File: src/rtl/gpio_strobe_port.sv
module gpio_strobe_port #(
  parameter int NPINS = 8,
  parameter int AW    = 5
) (
  input  logic             clk,
  input  logic             rst,
  input  logic [AW-1:0]    addr,
  input  logic [7:0]       wdata,
  input  logic             wr_en,
  input  logic             rd_en,
  output logic [7:0]       rdata,
  input  logic [NPINS-1:0] pad_in,
  output logic [NPINS-1:0] pad_oe,
  output logic [NPINS-1:0] pad_out
);
  localparam logic [AW-1:0] A_DIR    = AW'(5'h00);
  localparam logic [AW-1:0] A_DIRSET = AW'(5'h01);
  localparam logic [AW-1:0] A_DIRCLR = AW'(5'h02);
  localparam logic [AW-1:0] A_DIRTGL = AW'(5'h03);
  localparam logic [AW-1:0] A_OUT    = AW'(5'h04);
  localparam logic [AW-1:0] A_OUTSET = AW'(5'h05);
  localparam logic [AW-1:0] A_OUTCLR = AW'(5'h06);
  localparam logic [AW-1:0] A_OUTTGL = AW'(5'h07);
  localparam logic [AW-1:0] A_IN     = AW'(5'h08);
  localparam int            CTRL_BASE = 16;
  localparam logic [2:0]    SENSE_OFF = 3'b100;

  logic [NPINS-1:0] dir_q, out_q, sync1, sync2, in_view;
  logic [7:0]       ctrl_q [NPINS];
  logic [NPINS-1:0] wbits;

  assign wbits   = wdata[NPINS-1:0];
  assign pad_oe  = dir_q;
  assign pad_out = out_q;

  always_ff @(posedge clk) begin
    if (rst) begin
      dir_q <= '0;
      out_q <= '0;
      sync1 <= '0;
      sync2 <= '0;
    end else begin
      sync1 <= pad_in;
      sync2 <= sync1;
      if (wr_en) begin
        case (addr)
          A_DIR:    dir_q <= wbits;
          A_DIRSET: dir_q <= dir_q | wbits;
          A_DIRCLR: dir_q <= dir_q & ~wbits;
          A_DIRTGL: dir_q <= dir_q ^ wbits;
          A_OUT:    out_q <= wbits;
          A_OUTSET: out_q <= out_q | wbits;
          A_OUTCLR: out_q <= out_q & ~wbits;
          A_OUTTGL, A_IN: out_q <= out_q ^ wbits;
          default: ;
        endcase
      end
    end
  end

  for (genvar n = 0; n < NPINS; n++) begin : g_pin
    always_ff @(posedge clk) begin
      if (rst) ctrl_q[n] <= '0;
      else if (wr_en && addr == AW'(CTRL_BASE + n)) ctrl_q[n] <= wdata;
    end
    assign in_view[n] = sync2[n] & (ctrl_q[n][2:0] != SENSE_OFF);
  end

  always_comb begin
    rdata = '0;
    if (rd_en) begin
      case (addr)
        A_DIR, A_DIRSET, A_DIRCLR, A_DIRTGL: rdata = 8'(dir_q);
        A_OUT, A_OUTSET, A_OUTCLR, A_OUTTGL: rdata = 8'(out_q);
        A_IN:                                rdata = 8'(in_view);
        default:
          for (int n = 0; n < NPINS; n++)
            if (addr == AW'(CTRL_BASE + n)) rdata = ctrl_q[n];
      endcase
    end
  end

  assert_reset_clear_R1: assert property (@(posedge clk)
    $past(rst) |-> (pad_oe == '0 && pad_out == '0));

  assert_idle_hold_R2: assert property (@(posedge clk) disable iff (rst)
    !wr_en |=> ($stable(pad_oe) && $stable(pad_out)));

  assert_dirset_R3: assert property (@(posedge clk) disable iff (rst)
    (wr_en && addr == A_DIRSET) |=>
      ((pad_oe & $past(wbits)) == $past(wbits)) &&
      ((pad_oe & ~$past(wbits)) == ($past(pad_oe) & ~$past(wbits))));

  assert_outclr_R4: assert property (@(posedge clk) disable iff (rst)
    (wr_en && addr == A_OUTCLR) |=>
      ((pad_out & $past(wbits)) == '0) && $stable(pad_oe));

  assert_in_toggle_R5: assert property (@(posedge clk) disable iff (rst)
    (wr_en && addr == A_IN) |=> (pad_out == ($past(pad_out) ^ $past(wbits))));

  assert_unmapped_quiet_R10: assert property (@(posedge clk) disable iff (rst)
    (wr_en && addr > A_IN && addr < AW'(CTRL_BASE)) |=>
      ($stable(pad_oe) && $stable(pad_out)));

  assert_unmapped_read_R10: assert property (@(posedge clk) disable iff (rst)
    (rd_en && addr > A_IN && addr < AW'(CTRL_BASE)) |-> rdata == 8'h00);
endmodule

File: config.mk
export PLATFORM = sky130hd
export DESIGN_NAME = gpio_strobe_port
export DESIGN_NICKNAME = d
export VERILOG_FILES = /design/src/rtl/gpio_strobe_port.sv
export SDC_FILE = /design/constraint.sdc
export NUM_CORES = 1
export LEC_CHECK = 0
export BUFFER_PORTS_ARGS = -buffer_cell sky130_fd_sc_hd__buf_2
export CORE_MARGIN = 10
export CORE_UTILIZATION = 55
export DETAILED_ROUTE_END_ITERATION = 10
export GPL_TIMING_DRIVEN = 1
export PLACE_DENSITY = 0.75
export SETUP_SLACK_MARGIN = 0.02
export SLEW_MARGIN = 40
export SYNTH_ARGS = -nofsm -noshare
export SYNTH_HDL_FRONTEND = slang
export SYNTH_SLANG_ARGS = --single-unit
File: constraint.sdc
create_clock -name clk -period 3.55 [get_ports clk]
set_clock_uncertainty 0.2 [all_clocks]
set_input_delay 0.5325 -clock clk [delete_from_list [all_inputs] [get_ports clk]]
set_output_delay 0.5325 -clock clk [all_outputs]
set_load 0.03 [all_outputs]
==> out/qor.csv <==
metric;value;unit
cell count after synthesis;551;
largest net degree at the start of global routing;36;
Starting Density;0.564;
status;finished, final reports clean;
IO Port Bufs;48;
Avg Cell Area, Syn;10.0;um^2
Power Density;392;nW/um^2
Worst-Margin Slew;0.642;ns
Synth Register Bits;96;
Top FF cell, synth;edfxtp_1;
met3 usage;0.0577;
met1 Usage GRT;0.275;
total wire length;16100;um
synth warn;0;
number of global-route vias before repair;4689;
worst endpoint required time;2.82;ns
Worst VDD drop;0.165;mV
Netlist cell types;51;
clock sinks;96;
Hold Crit Start;pad_in[0];
# Max-Cap Violations;0;
fin util;0.632;
crit path capture type;output pin;
GRT Overall Usage;0.220;
die area;14400;um^2
post-CTS resize count;0;
final hold vios;0;
WL/cell;22.0;um
DRC Markers;0;
Seq/Total Area, Yosys;0.465;
drt first-iter violations;494;
Design Area, Final;6180;um^2
first-pass GRT wire length;25100;um
placed cell count;717;
ys async rst share;0;
GRT overflow;0;
critical path type;input port to output pin;
largest fanout on the critical path;20;
gpl congestion;1.03;
Post-synth EDFFs;64;
drt via density;6.24;
crit path DAT;2.55;ns
root buf cell;clkbuf_8;
Tcrit/Tclk final;0.924;
LEAKAGE;2.26;nW
vias post-DR;4577;
DIE WIDTH;120;um
PnR worst setup slack;0.269;ns
RR Startpoint;pad_oe[2]$_SDFFE_PP0P_;
crit path time final;3.28;ns
Power Total;2.42;mW
clock slew at reported path FFs;0.09;ns
startpoint class of the critical path;input port;
# setup viols final;0;
core area;9770;um^2
Area growth syn-to-layout;12.1;%
Final Non-Filler Cells;733;
Synth Cell Area;5510;um^2
Min Hold Slack;0.155;ns
pre-CTS setup slack;0.346;ns
Post-Syn Nets;608;
DP Area;5950;um^2
Clk Latency, worst-skew pair;0.38;ns
fraction of layout instances using a drive strength above 1;0.175;
Hold Path Class;input port to flop;
max-slew violations;0;
diode count;0;
Post-CTS Setup Repair Bufs;0;
setup slack, reg-to-reg;1.80;ns
H-tree Lvls;3;
die outline height;120;um
Post-CTS Hold Fix Bufs;0;
ANT nets after route;0;
fin nets;652;
FMAX;0.305;GHz
GR peak layer;met2;
RSZ-0062 raised after global routing;false;
Fin Setup TNS;0;ns
crit path launch;addr[3];
HPWL Detailed;11500;um
maximum root-to-sink buffer count;2;
relative slew slack;0.572;
Ports;49;
drt pass-1 iters;7;
CTS tree;done;
met2 GRT Util;0.350;
antenna violations before repair;0;
CTS buffer count;9;
Row Count;36;
## flip-flops by register name, summed over array words and instances (netlist names)
name	cells
sync2	8
pad_out	8
ctrl_q	64
pad_oe	8
sync1	8
## cells by family after synthesis
kind of cell,share of synthesized area
AOI/OAI and AO/OA,0.144
adders and majority gates,0.0727
DFF,0.465
muxes,0.0572
buffers and inverters,0.0602
and+or+nand+nor,0.201
## synthesized netlist by cell type, drive strengths merged (2+ instances only)
cell      n  area share
a21oi    22       0.020
nand3b   12       0.016
a211oi   19       0.028
o211ai    5      0.0068
nand3     7      0.0064
a221oi   11       0.017
or4b      2      0.0036
a21boi    3      0.0041
nor4b     2      0.0043
mux2      4      0.0082
clkbuf   19       0.013
buf      20       0.017
o32ai     2      0.0032
mux4      4       0.016
inv      35       0.024
nor3b     2      0.0027
a211o     3      0.0064
o31ai     2      0.0027
a311oi    9       0.014
a2111oi   4      0.0064
o22ai     7      0.0091
nor2     41       0.028
edfxtp   64        0.35
nor4     22       0.025
and2      9       0.010
ha       32       0.073
mux2i    18       0.033
and3      8      0.0091
nand2b    6      0.0068
o21ai    16       0.015
o221ai    4      0.0064
nand2    21       0.014
or3b      2      0.0032
dfxtp    32        0.12
clkinv    9      0.0061
nor3     48       0.045
nor2b    19       0.022
## per-layer routing
metal | part of all wire | up-vias
met5 | 0 | -
met4 | 0.037 | 0
met3 | 0.089 | 44
met2 | 0.46 | 221
met1 | 0.42 | 2174
li1 | - | 2138
## layout by cell type (no fill, tap or decap), types with 19 or more instances in the layout
cell type | synthesis | layout
a21oi_1 | 22 | 22
buf_2 | 13 | 48
buf_4 | 1 | 23
dfxtp_1 | 32 | 32
edfxtp_1 | 64 | 64
ha_1 | 32 | 32
inv_1 | 35 | 35
nand2_1 | 21 | 21
nor2_1 | 41 | 41
nor2b_1 | 19 | 19
nor3_1 | 46 | 46
nor4_1 | 22 | 21
## worst paths after layout
path,endpoint,depth (start not counted)
worst min register to register,sync2[2]$_SDFF_PP0_,1
worst min-delay path,sync1[0]$_SDFF_PP0_,2
worst max-delay path,rdata[2],6
worst max register to register,pad_oe[2]$_SDFFE_PP0P_,5
## layout make-up
cell class	instances	area, um^2
clock buffer	14	216
clock inverter	2	12.5
fill	838	3600
inverter	44	165
multi-input combinational	372	2620
sequential	96	2560
tap	133	166
timing repair buffer	72	433
## power by group
| part | total (mW) | leakage (nW) | switching (mW) | internal (mW) |
|---|---|---|---|---|
| Sequential | 1.28 | 0.872 | 0.0308 | 1.25 |
| Combinational | 0.347 | 1.27 | 0.234 | 0.113 |
| Clock | 0.799 | 0.119 | 0.395 | 0.404 |
| Total | 2.42 | 2.26 | 0.660 | 1.76 |
## critical path, cell delays in order
cell and delay (ns):
buf_2 0.28, or4b_1 0.59, a2111oi_0 0.34, o32ai_1 0.14
a211oi_1 0.38, buf_2 0.28
Note: power is estimated with default switching activity, not from simulation.
